<file path="src/rtl/wavefmt_pkg.sv">
package wavefmt_pkg;
  typedef enum logic [2:0] {
    FMT_HELD  = 3'd0,
    FMT_PHIGH = 3'd1,
    FMT_PLOW  = 3'd2,
    FMT_INH   = 3'd3,
    FMT_CMPL  = 3'd4
  } fmt_e;

  typedef struct packed {
    logic boundary;
    logic pastLead;
    logic inWin;
    logic strobeTick;
  } tickCtl_t;
endpackage

</file>
<file path="src/rtl/wavefmt_ctrl.sv">
module wavefmt_ctrl
  import wavefmt_pkg::*;
#(
  parameter int TICK_W     = 8,
  parameter int DEF_PERIOD = 8,
  parameter int DEF_LEAD   = 2,
  parameter int DEF_TRAIL  = 5,
  parameter int DEF_STROBE = 6
) (
  input  logic              clk,
  input  logic              rst_n,
  input  logic              cfgWrite,
  input  logic [TICK_W-1:0] cfgPeriod,
  input  logic [TICK_W-1:0] cfgLead,
  input  logic [TICK_W-1:0] cfgTrail,
  input  logic [TICK_W-1:0] cfgStrobe,
  output logic              cfgErr,
  output logic              nextReq,
  output tickCtl_t          ctl
);
  localparam logic [TICK_W-1:0] ONE     = TICK_W'(1);
  localparam logic [TICK_W-1:0] MIN_PER = TICK_W'(2);

  logic [TICK_W-1:0] cnt;
  logic [TICK_W-1:0] actPeriod, actLead, actTrail, actStrobe;
  logic [TICK_W-1:0] shPeriod, shLead, shTrail, shStrobe;
  logic lastTick, cfgBad;

  assign lastTick = (cnt == actPeriod - ONE);
  assign cfgBad   = (cfgPeriod < MIN_PER) || (cfgLead >= cfgTrail) ||
                    (cfgTrail > cfgPeriod) || (cfgStrobe >= cfgPeriod);

  // tick counter; active settings swap only at a period boundary
  always_ff @(posedge clk or negedge rst_n) begin
    if (!rst_n) begin
      cnt       <= '0;
      actPeriod <= TICK_W'(DEF_PERIOD);
      actLead   <= TICK_W'(DEF_LEAD);
      actTrail  <= TICK_W'(DEF_TRAIL);
      actStrobe <= TICK_W'(DEF_STROBE);
    end else if (lastTick) begin
      cnt       <= '0;
      actPeriod <= shPeriod;
      actLead   <= shLead;
      actTrail  <= shTrail;
      actStrobe <= shStrobe;
    end else begin
      cnt <= cnt + ONE;
    end
  end

  // shadow settings with write validation
  always_ff @(posedge clk or negedge rst_n) begin
    if (!rst_n) begin
      shPeriod <= TICK_W'(DEF_PERIOD);
      shLead   <= TICK_W'(DEF_LEAD);
      shTrail  <= TICK_W'(DEF_TRAIL);
      shStrobe <= TICK_W'(DEF_STROBE);
      cfgErr   <= 1'b0;
    end else if (cfgWrite) begin
      cfgErr <= cfgBad;
      if (!cfgBad) begin
        shPeriod <= cfgPeriod;
        shLead   <= cfgLead;
        shTrail  <= cfgTrail;
        shStrobe <= cfgStrobe;
      end
    end
  end

  assign nextReq        = lastTick;
  assign ctl.boundary   = lastTick;
  assign ctl.pastLead   = (cnt >= actLead);
  assign ctl.inWin      = (cnt >= actLead) && (cnt < actTrail);
  assign ctl.strobeTick = (cnt == actStrobe);
endmodule

</file>
<file path="src/rtl/wavefmt_dp.sv">
module wavefmt_dp
  import wavefmt_pkg::*;
(
  input  logic     clk,
  input  logic     rst_n,
  input  tickCtl_t ctl,
  input  logic     vecValid,
  input  logic     vecBit,
  input  logic [2:0] vecFmt,
  input  logic     vecDrive,
  input  logic     vecExpect,
  input  logic     vecMask,
  input  logic     pinIn,
  input  logic     failClr,
  output logic     pinOut,
  output logic     pinOe,
  output logic     failFlag
);
  logic       curBit, prevBit, curDrive, curExp, curMask, loaded;
  logic [2:0] curFmt;
  logic       rawOut, rawOe, mismatch;

  // vector registers, updated only at a period boundary
  always_ff @(posedge clk or negedge rst_n) begin
    if (!rst_n) begin
      curBit   <= 1'b0;
      prevBit  <= 1'b0;
      curFmt   <= FMT_HELD;
      curDrive <= 1'b0;
      curExp   <= 1'b0;
      curMask  <= 1'b1;
      loaded   <= 1'b0;
    end else if (ctl.boundary) begin
      prevBit <= curBit;
      if (vecValid) begin
        curBit   <= vecBit;
        curFmt   <= vecFmt;
        curDrive <= vecDrive;
        curExp   <= vecExpect;
        curMask  <= vecMask;
        loaded   <= 1'b1;
      end
    end
  end

  // waveform shaping per format
  always_comb begin
    rawOe = 1'b1;
    case (fmt_e'(curFmt))
      FMT_PHIGH: rawOut = ctl.inWin & curBit;
      FMT_PLOW:  rawOut = ~ctl.inWin | curBit;
      FMT_INH: begin
        rawOut = curBit;
        rawOe  = ctl.inWin;
      end
      FMT_CMPL:  rawOut = ctl.inWin ? curBit : ~curBit;
      default:   rawOut = ctl.pastLead ? curBit : prevBit;
    endcase
  end

  assign pinOe  = loaded & curDrive & rawOe;
  assign pinOut = pinOe & rawOut;

  // compare: skipped while the driver owns the pin
  assign mismatch = ctl.strobeTick & loaded & ~curMask & ~pinOe & (pinIn != curExp);

  always_ff @(posedge clk or negedge rst_n) begin
    if (!rst_n)        failFlag <= 1'b0;
    else if (mismatch) failFlag <= 1'b1;
    else if (failClr)  failFlag <= 1'b0;
  end
endmodule

</file>
<file path="src/rtl/wavefmt_pin.sv">
module wavefmt_pin
  import wavefmt_pkg::*;
#(
  parameter int TICK_W     = 8,
  parameter int DEF_PERIOD = 8,
  parameter int DEF_LEAD   = 2,
  parameter int DEF_TRAIL  = 5,
  parameter int DEF_STROBE = 6
) (
  input  logic              clk,
  input  logic              rst_n,
  input  logic              cfgWrite,
  input  logic [TICK_W-1:0] cfgPeriod,
  input  logic [TICK_W-1:0] cfgLead,
  input  logic [TICK_W-1:0] cfgTrail,
  input  logic [TICK_W-1:0] cfgStrobe,
  output logic              cfgErr,
  input  logic              vecValid,
  input  logic              vecBit,
  input  logic [2:0]        vecFmt,
  input  logic              vecDrive,
  input  logic              vecExpect,
  input  logic              vecMask,
  output logic              nextReq,
  output logic              pinOut,
  output logic              pinOe,
  input  logic              pinIn,
  input  logic              failClr,
  output logic              failFlag
);
  tickCtl_t ctl;

  wavefmt_ctrl #(
    .TICK_W(TICK_W), .DEF_PERIOD(DEF_PERIOD), .DEF_LEAD(DEF_LEAD),
    .DEF_TRAIL(DEF_TRAIL), .DEF_STROBE(DEF_STROBE)
  ) u_ctrl (
    .clk(clk), .rst_n(rst_n), .cfgWrite(cfgWrite), .cfgPeriod(cfgPeriod),
    .cfgLead(cfgLead), .cfgTrail(cfgTrail), .cfgStrobe(cfgStrobe),
    .cfgErr(cfgErr), .nextReq(nextReq), .ctl(ctl)
  );

  wavefmt_dp u_dp (
    .clk(clk), .rst_n(rst_n), .ctl(ctl), .vecValid(vecValid), .vecBit(vecBit),
    .vecFmt(vecFmt), .vecDrive(vecDrive), .vecExpect(vecExpect),
    .vecMask(vecMask), .pinIn(pinIn), .failClr(failClr), .pinOut(pinOut),
    .pinOe(pinOe), .failFlag(failFlag)
  );
endmodule

</file>
<file path="config.mk">
export PLATFORM = sky130hd
export DESIGN_NAME = wavefmt_pin
export DESIGN_NICKNAME = d
export VERILOG_FILES = /design/src/rtl/wavefmt_pkg.sv /design/src/rtl/wavefmt_ctrl.sv /design/src/rtl/wavefmt_dp.sv /design/src/rtl/wavefmt_pin.sv
export SDC_FILE = /design/constraint.sdc
export NUM_CORES = 1
export LEC_CHECK = 0
export CORE_ASPECT_RATIO = 2
export CORE_UTILIZATION = 60
export CTS_BUF_LIST = sky130_fd_sc_hd__clkbuf_4
export DETAILED_ROUTE_END_ITERATION = 16
export PLACE_DENSITY = 0.84
export SLEW_MARGIN = 20
export SYNTH_ARGS = -nofsm -noshare
export SYNTH_HDL_FRONTEND = slang
export SYNTH_SLANG_ARGS = --single-unit
export TNS_END_PERCENT = 10
</file>
<file path="constraint.sdc">
create_clock -name clk -period 6.65 [get_ports clk]
set_clock_uncertainty 0.2 [all_clocks]
set_input_delay 1.33 -clock clk [delete_from_list [all_inputs] [get_ports clk]]
set_output_delay 1.33 -clock clk [all_outputs]
set_load 0.03 [all_outputs]
</file>
== Yosys cells after proc, flatten, opt, wreduce, memory -nomap -nowiden ==
Cells that the tools add are included.
Operators by class
  $add $sub $neg: 2
  $lt $le $gt $ge: 6
  eq/ne operators: 7
  muxes and demuxes: 7
  bitwise logic cells: 14
  reduce and logical (&&, ||, !) cells: 7
Operator list (number)
  $ge 8x8->1: 3
  $eq 8x8->1: 2
  $add 8x1->8 const B: 1
  $and 1x1->1: 8
  $gt 8x8->1: 1
  $lt 8x2->1 const B: 1
  $lt 8x8->1: 1
  $mux 8: 1
  $sub 8x1->8 const B: 1
  $eq 3x2->1 const B: 2
  $mux 1: 5
  $not 1->1: 5
  $pmux 1 s4: 1
  $reduce_and 2->1: 2
  $eq 3x1->1 const B: 1
  $eq 3x3->1 const B: 1
  $logic_or 1x1->1: 3
  $reduce_bool 2->1: 1
  $logic_and 1x1->1: 1
  $ne 1x1->1: 1
  $or 1x1->1: 1
Storage, ports and cells
  register bits after elaboration: 83
  bits of input ports: 45
  output and inout bits: 5

== Depth between registers and ports, before layout ==
  depth after elaboration: 8
  depth in mapped cells: 10

== Hierarchy ==
Synthesis repeated with hierarchy kept, for this count alone.
Unflattened totals
  cells, all modules: 374
  area total of the unflattened synthesis: 4530.6 µm²
By module, submodules not included
  wavefmt_ctrl: instances 1, cells an instance 335, area each 4037.6 µm²
  wavefmt_dp: instances 1, cells an instance 39, area each 493.0 µm²

== Worst setup path before layout ==
OpenSTA, ideal clock, no wires.
  path kind: register -> output
  start: reg u_ctrl.actTrail[2]
  end: out pinOut
  data arrival time: 2661 ps
  data required time: 5120 ps
  slack: 2459 ps
  cell stages (with the launch flop): 9
  path buffers: 0
  cells stage by stage: dfstp_2 inv_1 ha_1 a211o_1 a31oi_1 or4_1 o2111ai_1 a31oi_1 o31a_1
RTL lines
  from (decl): RTL line wavefmt_ctrl.sv:25  | logic [TICK_W-1:0] actPeriod, actLead, actTrail, actStrobe;
  from (signal assigned): RTL line wavefmt_ctrl.sv:39  | actTrail <= TICK_W'(DEF_TRAIL);
  from (signal assigned): RTL line wavefmt_ctrl.sv:45  | actTrail <= shTrail;
  $lt 8x8->1: RTL line wavefmt_ctrl.sv:74  | assign ctl.inWin = (cnt >= actLead) && (cnt < actTrail);
  $logic_and 1x1->1: RTL line wavefmt_ctrl.sv:74
  $mux 1: RTL line wavefmt_dp.sv:49  | case (fmt_e'(curFmt))
  $and 1x1->1: RTL line wavefmt_dp.sv:61  | assign pinOe = loaded & curDrive & rawOe;
  via pinOe: RTL line wavefmt_pin.sv:26  | output logic pinOe,
  $and 1x1->1: RTL line wavefmt_dp.sv:62  | assign pinOut = pinOe & rawOut;
  to (decl): RTL line wavefmt_pin.sv:25  | output logic pinOut,
The timed path passes the listed nets, and every way through them passes these cells.

== Final worst setup path ==
  start: reg u_ctrl.cnt[2]
  end: out pinOut
Between the ends
  word-level cells in the longest chain between the ends: 6
Ends and longest elaborated chain
  from (decl): RTL line wavefmt_ctrl.sv:24  | logic [TICK_W-1:0] cnt;
  from (signal assigned): RTL line wavefmt_ctrl.sv:48  | cnt <= cnt + ONE;
  $ge 8x8->1 or $lt 8x8->1 (tied branches): RTL line wavefmt_ctrl.sv:73, wavefmt_ctrl.sv:74
  $logic_and 1x1->1: RTL line wavefmt_ctrl.sv:74
  $not 1->1: RTL line wavefmt_dp.sv:51  | FMT_PLOW: rawOut = ~ctl.inWin | curBit;
  $or 1x1->1: RTL line wavefmt_dp.sv:51
  $pmux 1 s4: RTL line wavefmt_dp.sv:49
  $and 1x1->1 *: RTL line wavefmt_dp.sv:62
Every way passes the cells marked *; elsewhere a longest branch is shown, timed or not.

==> metrics.txt <==
crit-path leading delay family compound AO/OA/AOI/OAI gates; cell taking the most area after synthesis dfrtp_1; first-pass GRT wire length 15200 um; syn_nets 471; critical path cell sequence ha_1, o211a_1, a211oi_1, o31ai_1, o2111ai_1, a31oi_1, o31a_1, clkdlybuf4s50_1; Die ar. between 0.008 and 0.009 mm^2; drt pass-1 iters 10; flops & latches, synth 83; Avg Inst Size Synth ~13 um^2; DIE HEIGHT ~130 um; Fin. Hold Viols 0; row cnt 46; HP Class flip-flop to flip-flop; fill count 543; Crit Path Class flip-flop to output pin; Worst path slowest cell dfrtp_1; FMAX a little under 200 MHz; CTS tree yes; routed vias just over 3000; Area contributors post-synth dfrtp_1 36%, mux2_4 12%, ha_1 11%, dfstp_2 7.1%, mux2_2 5.8%; max_slew headroom approximately 51%; GRT Overall Usage 24.5%; DRC 1; vias in the first global route 3184; CP Launch Type flip-flop; Die W ~65 um; share of cells above drive strength 1 23.1%; outcome complete, but fails checks; Avg Vias per Cell 5.74; Synth top area share 36.3%; IO Count 50; post-CTS sizing 0; endpoints failing setup 0; Arr. time, crit path between 3 and 4 ns; Cell variety after synth 55; Buf/Inv on CP 1; Iter 0 DRT Violations 124; commonest cells in the netlist 70 x dfrtp_1, 41 x ha_1, 38 x inv_1, 38 x mux2_4, 25 x mux2_2; Clock Path Buffers 2; Tmin final 5.15 ns; Leakage Power 0.00267 uW; clk slew on worst S/H paths 0.14 ns; max cap viols 0; worst vdd ir about 170 uV; remaining antenna violation count after routing 0; WL final ~9400 um; dpl hpwl a little over 7000 um; Num CTS Buffers 9; fraction of registers with async set/reset 100%; Post-Syn Area roughly 0.0048 mm^2; CTS Sinks 83; Setup Buffers After CTS 0; warning count from the yosys run 0; failing checks design-rule violations; H-tree depth 3; number of synthesized flops with an enable pin 0; setup ws final 1.50 ns; Post-Syn Instances 385; Final Max Slew Viols 0; clock root buffer clkbuf_4; RSZ-0062 raised after global routing false; pre-CTS worst setup slack about 1.9 ns; antenna violations before repair 1; Req. time, crit path 5.12 ns; Setup TNS Final 0 ns; wire per inst 17.6 um; Port-buffer cells 49; # hold bufs at CTS 0; sequential element share of the synthesized area 43.3%; Most used DFF post-synth dfrtp_1; Worst Tran Pin Value 0.731 ns; latest clock arrival within the worst-skew pair between 0.4 and 0.5 ns; largest net degree at the start of global routing 84; P per Cell Area between 200 and 250 mW/mm^2; count leader, synth dfrtp_1; Initial Utilization about 61%; critical path capture point type output pin; crit-path max FO 10; core area 0.00789 mm^2; Layout area overhead 13.5%; Final #Nets 518; slowest stage delay, CP 0.66 ns; global route overflow 0; Placer Congestion ~0.96; period utilisation layout 77.4%
==> state kept, by name, summed over array words and instances, names as in the netlist <==
signal and cells:
u_ctrl.cfgErr 1, u_ctrl.cnt 8, u_dp.curDrive 1, u_dp.curMask 1, u_dp.failFlag 1, u_dp.loaded 1
u_ctrl.shTrail 8, u_dp.curBit 1, u_ctrl.shPeriod 8, u_ctrl.actLead 8, u_dp.prevBit 1, u_dp.curExp 1
u_ctrl.actStrobe 8, u_ctrl.actTrail 8, u_ctrl.shStrobe 8, u_ctrl.shLead 8, u_dp.curFmt 3, u_ctrl.actPeriod 8
==> layout by cell type (no fill, tap or decap), types with 7 or more instances in the layout <==
cell              n
a21oi_1           7
and2_1            8
clkbuf_4         10
clkdlybuf4s50_1  48
dfrtp_1          70
dfstp_2          13
ha_1             41
inv_1            38
mux2_1           10
mux2_2           25
mux2_4           38
nand2_1           8
nand3_1           8
nor2_1            9
xnor2_1          10
xor2_1           15
==> report_power, final <==
group          internal, uW  switching [uW]  total, uW
combinational          99.9            65.0        165
sequential              594            47.6        642
clock                   196             179        375
==> stage by stage <==
stage	power [uW]	util [%]	cell area, um^2	hold slack [ns]	cells
final	1180	69.5	5480	0.306	534
after CTS	1190	69.4	5480	0.309	533
after global routing	1240	69.5	5480	0.326	534
after floorplan	738	-	4830	0.254	385
after detailed placement	819	67.1	5290	0.284	517
after global placement	806	67.1	5290	0.275	517
==> path summary, 6_finish.rpt <==
path / startpoint / to / slack [ns] / cells after the start
min: u_ctrl.shTrail[4] / u_ctrl.actTrail[4] / 0.31 / 1
max in group asynchronous: rst_n / u_ctrl.actPeriod[5] / 5.04 / 1
min reg2reg: u_ctrl.shTrail[4] / u_ctrl.actTrail[4] / 0.31 / 1
max reg2reg: u_ctrl.actPeriod[0] / u_ctrl.actTrail[1] / 3.82 / 7
min in group asynchronous: rst_n / u_ctrl.cnt[0] / 0.71 / 1
max: u_ctrl.cnt[2] / pinOut / 1.50 / 8
==> routing by layer <==
metal	track usage, %	share of wire, %	wire length [um]
met1	26.8	39	3690
met2	43.0	54	5110
met3	3.99	2.7	257
met4	14.8	3.5	326
met5	0	0	0
==> logic make-up after synthesis <==
kind of cell | synth area share [%]
AOI/OAI and AO/OA | 6.40
xor gates and xnor gates | 4.87
adders and majority gates | 10.6
buffers and inverters | 6.27
DFF | 43.3
muxes | 20.6
and+or+nand+nor | 7.95
==> final cells by class <==
cell class                 instances  area (um^2)  share of cell area [%]
inverter                          38          143                    2.60
antenna                            1         2.50                  0.0456
multi-input combinational        250         2440                    44.5
clock inverter                     6          113                    2.05
clock buffer                      10         75.1                    1.37
sequential                        83         2090                    38.2
tap                               96          120                    2.19
timing repair buffer              50          499                    9.11
==> worst reg2reg max path, cell delays in order, from the launching register on <==
cell	delay, ns
dfrtp_1	0.48
inv_1	0.07
ha_1	0.31
xor2_1	0.15
nand3_1	0.11
a2111oi_2	0.47
nand2b_4	0.48
mux2_4	0.47
No activity file was read; power rests on OpenSTA's default activity.
